===== src/rtl/lcd_mux_pkg.sv =====
package lcd_mux_pkg;

  localparam int BP_COUNT = 4;
  localparam int PHASE_W  = 2;

  typedef enum logic [1:0] {
    MODE_STATIC = 2'b00,
    MODE_DUAL   = 2'b01,
    MODE_TRIPLE = 2'b10,
    MODE_QUAD   = 2'b11
  } muxMode_t;

  typedef enum logic [1:0] {
    LVL_LOW  = 2'b00,
    LVL_MID  = 2'b01,
    LVL_HIGH = 2'b11
  } lvl_t;

  // strobes and state handed from control to datapath
  typedef struct packed {
    logic               frameStart;
    logic [PHASE_W-1:0] phase;
    logic               polarity;
    muxMode_t           mode;
  } ctrlStrobe_t;

endpackage


===== src/rtl/lcd_mux_ctrl.sv =====
module lcd_mux_ctrl
  import lcd_mux_pkg::*;
#(
  parameter int FRAME_DIV = 24
) (
  input  logic        clk,
  input  logic        rst_n,
  input  logic [1:0]  modeSel,
  input  logic        isSlave,
  input  logic        syncIn_n,
  output ctrlStrobe_t ctrl,
  output logic        syncOut_n
);

  localparam int CNT_W = $clog2(FRAME_DIV);
  localparam logic [CNT_W-1:0] LAST   = CNT_W'(FRAME_DIV - 1);
  localparam logic [CNT_W-1:0] HALF   = CNT_W'(FRAME_DIV / 2);
  localparam logic [CNT_W-1:0] THIRD1 = CNT_W'(FRAME_DIV / 3);
  localparam logic [CNT_W-1:0] THIRD2 = CNT_W'(2 * FRAME_DIV / 3);
  localparam logic [CNT_W-1:0] QUART1 = CNT_W'(FRAME_DIV / 4);
  localparam logic [CNT_W-1:0] QUART2 = CNT_W'(FRAME_DIV / 2);
  localparam logic [CNT_W-1:0] QUART3 = CNT_W'(3 * FRAME_DIV / 4);

  logic [CNT_W-1:0]   frameCnt;
  logic               polarity;
  muxMode_t           modeReg;
  logic               slaveSync;
  logic               frameStart;
  logic [PHASE_W-1:0] phase;

  assign slaveSync  = isSlave && !syncIn_n;
  assign frameStart = (frameCnt == LAST) || slaveSync;

  always_ff @(posedge clk or negedge rst_n) begin
    if (!rst_n) begin
      frameCnt <= '0;
      polarity <= 1'b0;
      modeReg  <= MODE_STATIC;
    end else if (frameStart) begin
      frameCnt <= '0;
      polarity <= ~polarity;
      modeReg  <= muxMode_t'(modeSel);
    end else begin
      frameCnt <= frameCnt + 1'b1;
    end
  end

  always_comb begin
    unique case (modeReg)
      MODE_STATIC: phase = 2'd0;
      MODE_DUAL:   phase = (frameCnt >= HALF) ? 2'd1 : 2'd0;
      MODE_TRIPLE: phase = (frameCnt >= THIRD2) ? 2'd2 :
                           (frameCnt >= THIRD1) ? 2'd1 : 2'd0;
      default:     phase = (frameCnt >= QUART3) ? 2'd3 :
                           (frameCnt >= QUART2) ? 2'd2 :
                           (frameCnt >= QUART1) ? 2'd1 : 2'd0;
    endcase
  end

  assign ctrl.frameStart = frameStart;
  assign ctrl.phase      = phase;
  assign ctrl.polarity   = polarity;
  assign ctrl.mode       = modeReg;

  assign syncOut_n = !((frameCnt == '0) && !isSlave);

  assert_cnt_range_R2: assert property (@(posedge clk) disable iff (!rst_n)
    frameCnt <= LAST) else $error("frame counter out of range");

  assert_sync_pulse_R2: assert property (@(posedge clk) disable iff (!rst_n)
    !syncOut_n |=> syncOut_n) else $error("frame marker longer than one cycle");

  assert_restart_R11: assert property (@(posedge clk) disable iff (!rst_n)
    slaveSync |=> frameCnt == '0) else $error("slave did not restart its frame");

  assert_master_free_R12: assert property (@(posedge clk) disable iff (!rst_n)
    (!isSlave && frameCnt != LAST) |=> frameCnt == $past(frameCnt) + 1'b1)
    else $error("master disturbed by external marker");

  assert_pol_flip_R9: assert property (@(posedge clk) disable iff (!rst_n)
    frameStart |=> polarity != $past(polarity)) else $error("polarity did not flip");

  assert_mode_hold_R5: assert property (@(posedge clk) disable iff (!rst_n)
    !frameStart |=> $stable(modeReg) && $stable(polarity))
    else $error("ratio or polarity changed mid-frame");

  assert_phase_range_R6: assert property (@(posedge clk) disable iff (!rst_n)
    phase <= PHASE_W'(modeReg)) else $error("phase beyond ratio");

endmodule


===== src/rtl/lcd_mux_datapath.sv =====
module lcd_mux_datapath
  import lcd_mux_pkg::*;
#(
  parameter int NUM_SEG = 40,
  parameter int ADDR_W  = 6
) (
  input  logic                    clk,
  input  logic                    rst_n,
  input  logic                    wrEn,
  input  logic [ADDR_W-1:0]       wrAddr,
  input  logic [BP_COUNT-1:0]     wrData,
  input  ctrlStrobe_t             ctrl,
  output logic [2*BP_COUNT-1:0]   bpLvl,
  output logic [2*NUM_SEG-1:0]    segLvl
);

  logic [NUM_SEG-1:0][BP_COUNT-1:0] ramQ;
  logic [NUM_SEG-1:0][BP_COUNT-1:0] latchQ;
  logic wrHit;

  assign wrHit = wrEn && ({1'b0, wrAddr} < (ADDR_W + 1)'(NUM_SEG));

  always_ff @(posedge clk or negedge rst_n) begin
    if (!rst_n) begin
      ramQ   <= '0;
      latchQ <= '0;
    end else begin
      if (ctrl.frameStart) latchQ <= ramQ;
      if (wrHit) ramQ[wrAddr] <= wrData;
    end
  end

  // logical backplane feeding physical line k in a given ratio
  function automatic logic [PHASE_W-1:0] srcOf(input int k, input muxMode_t m);
    logic [PHASE_W-1:0] kk;
    kk = PHASE_W'(k);
    unique case (m)
      MODE_STATIC: return '0;
      MODE_DUAL:   return {1'b0, kk[0]};
      MODE_TRIPLE: return (kk == 2'd3) ? 2'd1 : kk;
      default:     return kk;
    endcase
  endfunction

  lvl_t activeBp, onSeg;
  assign activeBp = ctrl.polarity ? LVL_LOW : LVL_HIGH;
  assign onSeg    = ctrl.polarity ? LVL_HIGH : LVL_LOW;

  for (genvar k = 0; k < BP_COUNT; k++) begin : g_bp
    assign bpLvl[2*k +: 2] = (srcOf(k, ctrl.mode) == ctrl.phase) ? activeBp : LVL_MID;
  end

  for (genvar n = 0; n < NUM_SEG; n++) begin : g_seg
    assign segLvl[2*n +: 2] = latchQ[n][ctrl.phase] ? onSeg : LVL_MID;
  end

  assert_latch_hold_R4: assert property (@(posedge clk) disable iff (!rst_n)
    !ctrl.frameStart |=> $stable(latchQ)) else $error("latch changed mid-frame");

  assert_ignore_oob_R3: assert property (@(posedge clk) disable iff (!rst_n)
    (!wrEn || !wrHit) |=> $stable(ramQ)) else $error("memory changed without a valid write");

  assert_dup_R10: assert property (@(posedge clk) disable iff (!rst_n)
    (ctrl.mode == MODE_STATIC -> (bpLvl[1:0] == bpLvl[3:2] && bpLvl[1:0] == bpLvl[5:4]
                                   && bpLvl[1:0] == bpLvl[7:6])) &&
    (ctrl.mode == MODE_DUAL   -> (bpLvl[5:4] == bpLvl[1:0] && bpLvl[7:6] == bpLvl[3:2])) &&
    (ctrl.mode == MODE_TRIPLE -> (bpLvl[7:6] == bpLvl[3:2])))
    else $error("backplane duplication broken");

  assert_one_active_R7: assert property (@(posedge clk) disable iff (!rst_n)
    ctrl.mode == MODE_QUAD |-> $countones({bpLvl[0] ^ bpLvl[1], bpLvl[2] ^ bpLvl[3],
                                          bpLvl[4] ^ bpLvl[5], bpLvl[6] ^ bpLvl[7]}) == 3)
    else $error("not exactly one active backplane");

endmodule


===== src/rtl/lcd_mux_driver.sv =====
module lcd_mux_driver
  import lcd_mux_pkg::*;
#(
  parameter int NUM_SEG   = 40,
  parameter int FRAME_DIV = 24,
  parameter int ADDR_W    = 6
) (
  input  logic                   clk,
  input  logic                   rst_n,
  input  logic                   wrEn,
  input  logic [ADDR_W-1:0]      wrAddr,
  input  logic [3:0]             wrData,
  input  logic [1:0]             modeSel,
  input  logic                   isSlave,
  input  logic                   syncIn_n,
  output logic                   syncOut_n,
  output logic [7:0]             bpLvl,
  output logic [2*NUM_SEG-1:0]   segLvl
);

  ctrlStrobe_t ctrl;

  lcd_mux_ctrl #(.FRAME_DIV(FRAME_DIV)) i_ctrl (
    .clk(clk), .rst_n(rst_n), .modeSel(modeSel), .isSlave(isSlave),
    .syncIn_n(syncIn_n), .ctrl(ctrl), .syncOut_n(syncOut_n)
  );

  lcd_mux_datapath #(.NUM_SEG(NUM_SEG), .ADDR_W(ADDR_W)) i_data (
    .clk(clk), .rst_n(rst_n), .wrEn(wrEn), .wrAddr(wrAddr), .wrData(wrData),
    .ctrl(ctrl), .bpLvl(bpLvl), .segLvl(segLvl)
  );

endmodule


===== config.mk =====
export PLATFORM = sky130hd
export DESIGN_NAME = lcd_mux_driver
export DESIGN_NICKNAME = d
export VERILOG_FILES = /design/src/rtl/lcd_mux_pkg.sv /design/src/rtl/lcd_mux_ctrl.sv /design/src/rtl/lcd_mux_datapath.sv /design/src/rtl/lcd_mux_driver.sv
export SDC_FILE = /design/constraint.sdc
export NUM_CORES = 1
export LEC_CHECK = 0
export ABC_CLOCK_PERIOD_IN_PS = 2050
export CAP_MARGIN = 10
export CORE_MARGIN = 10
export CORE_UTILIZATION = 59
export CTS_CLUSTER_DIAMETER = 150
export DETAILED_ROUTE_END_ITERATION = 10
export PLACE_DENSITY = 0.8
export SKIP_LAST_GASP = 1
export SYNTH_ARGS = -nofsm -noshare
export SYNTH_HDL_FRONTEND = slang
export SYNTH_SLANG_ARGS = --single-unit

===== constraint.sdc =====
create_clock -name clk -period 2.05 [get_ports clk]
set_input_delay 0.205 -clock clk [delete_from_list [all_inputs] [get_ports clk]]
set_output_delay 0.205 -clock clk [all_outputs]
set_load 0.05 [all_outputs]

==> impl_results.md, run 1 <==
- Clock Latency Late Sink: roughly 0.51 ns
- Vias in the first global route: 12100
- HP Class: in -> async
- Cells after DPL: roughly 1700
- Core area: 0.0254 mm2
- Asr flop ratio synth: 100%
- Final Max Slew Viols: 0
- Post-synthesis cell area: 0.0154 mm2
- Cell Count, Final, Fillers Out: 1795
- Reg2Reg Setup Slack: -0.03 ns
- Share of post-route cells with drive strength above 1: between 40% and 50%
- Crit path launch type: flip-flop
- Number of remaining DRC errors: 0
- Gr usage total: 24.7%
- Clock transition at path regs: roughly 0.060 ns
- Internal Pwr Total: 15600 uW
- Layout Skew: ~0.011 ns
- Largest net degree at the start of global routing: 75
- Final setup viols: between 100 and 150
- Die Ht: between 150 and 200 um
- Gpl congestion: 0.782
- Commonest non-fill, non-tap cells in the layout: 344 x mux2_2, 324 x dfrtp_1, 155 x a21oi_1
- Worst r2r path cells: 6
- Worst-margin pin slew: 0.599 ns
- CP Capture Type: output pin
- Reg2reg start: i_ctrl.frameCnt[3]$_DFF_PN0_
- Outcome: finished, violations left
- Crit-path max FO: 20
- Sink Count: 328
- Post-synth EDFFs: 0
- Area delta synth->final: 32.5%
- Initial DRT Pass Iterations: 6
- PwrDens: 1160 mW/mm2
- Sequential fraction of design power: 34.4%
- Total wire length: 43800 um
- WP data arrival: 2.61 ns
- Seq/Total Area, Yosys: 53.4%
- Clock group share of total power: 28.6%
- Worst slack, placed: -0.221 ns
- Mapped Cells: 1267
- Vias per inst: 6.39
- Fin crit period: 2.82 ns
- Reg2reg end: i_data.latchQ[0]$_DFFE_PN0N_
- H-tree Lvls: 2
- Drt wl/cell: 24.4 um
- Vias: 11500
- CTS tree: built
- Die area: between 0.03 and 0.04 mm2
- Post-layout util: 80.1%
- Global-route wire length before repair: 66600 um
- Switching pwr: 8050 uW
- Worst Path Required: roughly 1.9 ns
- Final nets: 1459
- DRT iter0 DRCs: 1100
- FP Rows: 58
- Synth Register Bits: 328
- YS warnings: 0
- Min Hold Slack: 0.233 ns
- Cell variety after synth: 36
- Max Buffers Root-to-Sink: 3
- Detail Placement HPWL: 24800 um
- Setup CP Type: reg -> out
- Net switching fraction of the power: 34.1%
- # IOs: 106
- Synth Area per Inst: 12.1 um2
- Total nets after synthesis: roughly 1300
- Post-route ant nets: 0
- Leak pwr: between 0.009 and 0.01 uW
- Initial Util: 60.5%
- RSZ-0062 raised after global routing: yes
- I/O Buffers: 105
- Ys flop type: dfrtp_1
- Max-cap check violation count: 0
- Peak supply drop: 999 uV
- Achievable Freq: 355 MHz
- Chip Width: approximately 180 um
- Total grt overflow: 0
- Slew HR: 60.1%
- Combinational share of power: 37.0%
- Initial antenna violation count: 1
- Final Hold Viols: 0
- CTS Root Cell: clkbuf_16
- TritonCTS Buffers: 34
- Failing checks: negative setup slack
- Leading cell type in the layout, fill and taps excluded: mux2_2
- Period utilization: 137%
- Setup ws final: -0.767 ns
-- layer usage --
metal | wire length, um | vias up | GRT usage, %
li1 | - | 4923 | -
met1 | 17100 | 5905 | 31.5
met2 | 22300 | 534 | 42.2
met3 | 3280 | 114 | 4.24
met4 | 1150 | 0 | 7.61
met5 | 0 | - | 0
-- how the worst max path moves through the flow --
stage	start	endpoint	slack, ns	cells past startpoint
after floorplan	i_ctrl.frameCnt[3]$_DFF_PN0_	bpLvl[2]	-0.32	7
after global placement	i_ctrl.frameCnt[0]$_DFF_PN0_	segLvl[67]	-0.16	9
after detailed placement	i_ctrl.frameCnt[0]$_DFF_PN0_	segLvl[67]	-0.22	9
after CTS	i_ctrl.frameCnt[0]$_DFF_PN0_	segLvl[40]	-0.69	10
after global routing	i_ctrl.frameCnt[2]$_DFF_PN0_	segLvl[47]	-0.83	8
final	i_ctrl.frameCnt[2]$_DFF_PN0_	segLvl[3]	-0.77	8
-- synthesized netlist by cell type, types with 2 or more instances --
master / n / area share (%)
buf_6: 2 / 0.15
o211a_1: 3 / 0.20
nand2_1: 27 / 0.66
nor2b_1: 4 / 0.16
ha_1: 3 / 0.24
nand2b_1: 2 / 0.081
a21oi_1: 162 / 5.3
mux2_1: 2 / 0.15
inv_1: 6 / 0.15
clkbuf_1: 55 / 1.3
nor2_1: 30 / 0.73
xnor2_1: 3 / 0.17
buf_1: 4 / 0.098
dfrtp_1: 328 / 53
mux2_2: 358 / 26
nor3_1: 4 / 0.13
mux2i_1: 41 / 2.7
or3_1: 2 / 0.081
nand3_1: 85 / 2.8
nor3b_1: 4 / 0.20
nand3b_1: 5 / 0.24
o21ai_0: 84 / 2.7
buf_2: 39 / 1.3
o211ai_1: 2 / 0.098
-- state kept, by name (all words and copies together), names as in the netlist --
signal	flops
i_ctrl.polarity	1
i_ctrl.frameCnt	5
i_ctrl.modeReg	2
i_data.ramQ	160
i_data.latchQ	160
-- repair_timing --
| action | CTS | global route |
|---|---|---|
| setup endpoints to repair | 88 | 91 |
| hold endpoints to repair | 49 | 0 |
| hold buffers | 1 | 0 |
| setup buffers | 6 | 7 |
| gates cloned | 3 | 4 |
| gates resized for setup | 64 | 75 |
| pin swaps | 6 | 5 |
-- worst max-delay path: stages (launching register included) --
cell and delay [ns]:
dfrtp_1 0.42, buf_4 0.21, a31oi_4 0.12, buf_4 0.17, clkbuf_16 0.20, o21ai_0 0.37
a21oi_1 0.15, mux2_4 0.30, buf_8 0.16
-- area by class of cell --
| class | count | area (um2) |
|---|---|---|
| antenna | 1 | 2.50 |
| clock buffer | 45 | 1040 |
| clock inverter | 16 | 208 |
| fill | 1290 | 5050 |
| inverter | 7 | 26.3 |
| multi-input combinational | 831 | 7360 |
| sequential | 328 | 8210 |
| tap | 330 | 413 |
| timing repair buffer | 237 | 3090 |
-- power by group through the flow --
| stage | logic (uW) | clock network, uW | registers [uW] |
|---|---|---|---|
| 2_1_floorplan | 4930 | 0 | 7960 |
| 3_3_place_gp | 7500 | 0 | 8100 |
| 3_5_place_dp | 7670 | 0 | 8170 |
| 4_1_cts | 8260 | 6770 | 8080 |
| 5_1_grt | 9150 | 7060 | 8230 |
| 6_report | 8760 | 6760 | 8130 |
-- cell families after synthesis --
| kind of cell | synth area share [%] |
|---|---|
| compound gates | 8.83 |
| xor+xnor | 0.228 |
| fa+ha+maj | 0.244 |
| buf+inv | 3.08 |
| flops | 53.4 |
| mux | 29.1 |
| simple gates | 5.10 |
-- stage by stage --
step                      cell area, um2  TNS, ns  total power [uW]
after global routing               20400   -62.34             24400
after global placement             18300    -4.99             15600
after detailed placement           18300    -9.13             15800
after floorplan                    15800    -6.92             12900
after CTS                          20000   -53.76             23100
final                              20400   -55.85             23600
No activity file was read; power rests on OpenSTA's default activity.
==> run 2: changes to the inputs <==
Settings changed: CORE_UTILIZATION 59 to 26, PLACE_DENSITY 0.8 to default.
==> impl_results.md, run 2 (synthesized netlist as in run 1, its figures left out) <==
- Fill count: 5651
- Reg2reg end: i_data.latchQ[139]$_DFFE_PN0N_
- Worst-margin pin slew: 0.636 ns
- Setup CP Type: reg -> out
- Max Buffers Root-to-Sink: 3
- RSZ-0062 raised after global routing: yes
- Post-route ant nets: 0
- Vias: between 10000 and 15000
- Largest net degree at the start of global routing: 85
- Initial Util: 26.1%
- Final nets: around 1500
- Die area: about 0.069 mm2
- Internal Pwr Total: 15600 uW
- Core area: 0.0588 mm2
- # IOs: about 110
- Final Hold Viols: 0
- Global-route wire length before repair: 71100 um
- Reg2reg start: i_ctrl.frameCnt[1]$_DFF_PN0_
- Slowest CP cell: dfrtp_1
- DRT iter0 DRCs: 628
- Share of post-route cells with drive strength above 1: roughly half
- Clock transition at path regs: 0.06 ns
- Crit path launch type: flip-flop
- Switching pwr: 8050 uW
- Chip Width: 263 um
- TritonCTS Buffers: 37
- Setup ws final: -0.680 ns
- Sink Count: 328
- Detail Placement HPWL: 29000 um
- Slew HR: about 58%
- Achievable Freq: 366 MHz
- Area delta synth->final: 39.4%
- Reg2Reg Setup Slack: 0.07 ns
- Final setup viols: just under 90
- Register area: ~0.0082 mm2
- Sequential fraction of design power: 34.1%
- Cells after DPL: 2168
- Peak supply drop: 875 uV
- Clock group share of total power: 27.1%
- I/O Buffers: 105
- CTS tree: built
- Max-cap check violation count: 0
- Drt wl/cell: 20.2 um
- Initial DRT Pass Iterations: 5
- Clock Latency Late Sink: 0.52 ns
- Footprint of the multi-input gates: 0.00731 mm2
- Worst Path Required: 1.85 ns
- Min Hold Slack: between 0.2 and 0.25 ns
- Combinational share of power: 38.8%
- Net switching fraction of the power: 34.1%
- H-tree Lvls: 2
- Worst r2r path cells: 7
- CP Capture Type: output pin
- Leak pwr: 0.00935 uW
- Final Max Slew Viols: 0
- Outcome: finished, violations left
- Total wire length: roughly 46000 um
- Leading cell type in the layout, fill and taps excluded: mux2_2
- Cell Count, Final, Fillers Out: about 2300
- CTS Root Cell: clkbuf_16
- Crit-path max FO: 9
- Initial antenna violation count: 7
- Number of remaining DRC errors: 0
- Layout Skew: 0.0102 ns
- Die Ht: 263 um
- Top Registers: i_data.latchQ x160, i_data.ramQ x160, i_ctrl.frameCnt x5
- Period utilization: 133%
- Gpl congestion: 0.767
- FP Rows: between 80 and 90
- Fin crit period: 2.73 ns
- Total grt overflow: 0
- HP Class: in -> async
- Vias per inst: 4.86
- WP data arrival: 2.53 ns
- CP cell instances: inv_2 > ha_1 > o211a_1 > o21ai_2 > o22ai_4 > buf_12 > clkbuf_16 > mux2_2 > buf_4
- Critical Path Max Stage Delay: 0.40 ns
- Vias in the first global route: 11800
- Post-layout util: between 30% and 40%
- Commonest non-fill, non-tap cells in the layout: 345 x mux2_2, 324 x dfrtp_1, 155 x a21oi_1
- PwrDens: between 1000 and 1500 mW/mm2
- Gr usage total: between 10% and 20%
- Failing checks: negative setup slack
[run 2: cell count changes in the layout (fill, tap and decap cells not counted), sizes merged]
| cell | change |
|---|---|
| clkbuf | +13 |
| clkinv | -5 |
| bufbuf | +2 |
| buf | +33 |
| diode | +1 |
| bufinv | -4 |
| inv | +1 |
[run 2: metrics by stage]
stage	power, uW	TNS [ns]	setup slack (ns)	area (um2)
final	23600	-54.29	-0.680	21400
after global routing	24700	-62.33	-0.773	21400
after CTS	23500	-57.94	-0.740	21100
after detailed placement	16200	-12.59	-0.271	19100
after global placement	16100	-12.65	-0.240	19100
after floorplan	12900	-6.92	-0.322	15800
[run 2: final cells by class]
type	count	share of cell area (%)
repair buffers	273	17.3
inverters	7	0.123
clock inverters	8	0.333
well taps	773	4.52
multi-input cells	831	34.2
flip-flops and latches	328	38.4
clock buffers	57	5.16
diodes	2	0.0234
[run 2: power groups by stage]
stage	sequential [uW]	combinational, uW	clock, uW
3_5_place_dp	8180	8020	0
4_1_cts	8070	8870	6560
5_1_grt	8200	9680	6850
6_report	8070	9180	6400
2_1_floorplan	7960	4930	0
3_3_place_gp	8130	7930	0
[run 2: timing repair]
action,in CTS,in global routing
resized for setup,106,38
hold endpoints to repair,52,0
setup buffers,26,8
hold buffers,1,0
endpoints found under the setup margin,88,88
cloned,6,4
pin swaps,12,14
[run 2: how the worst max path moves through the flow]
stage,from,endpoint,slack (ns)
after floorplan,i_ctrl.frameCnt[3]$_DFF_PN0_,bpLvl[2],-0.32
after global placement,i_ctrl.frameCnt[0]$_DFF_PN0_,segLvl[32],-0.24
after detailed placement,i_ctrl.frameCnt[0]$_DFF_PN0_,segLvl[36],-0.27
after CTS,i_ctrl.frameCnt[0]$_DFF_PN0_,segLvl[75],-0.74
after global routing,i_ctrl.frameCnt[2]$_DFF_PN0_,segLvl[73],-0.77
final,i_ctrl.frameCnt[0]$_DFF_PN0_,segLvl[73],-0.68
[run 2: layer usage]
| metal | part of all wire (%) | vias up | track usage [%] |
|---|---|---|---|
| li1 | - | 5016 | - |
| met1 | 44 | 5724 | 16.4 |
| met2 | 48 | 267 | 21.6 |
| met3 | 6.1 | 62 | 3.25 |
| met4 | 1.7 | 10 | 3.03 |
| met5 | 0.12 | - | 0 |
[run 2: worst max-delay path, delay by kind of cell, from the launching register on]
kind / cells / cell delay (ns)
AOI/OAI and AO/OA: 3 / 0.47
DFF: 1 / 0.40
muxes: 1 / 0.33
buffers and inverters: 4 / 0.65
adders and majority gates: 1 / 0.14
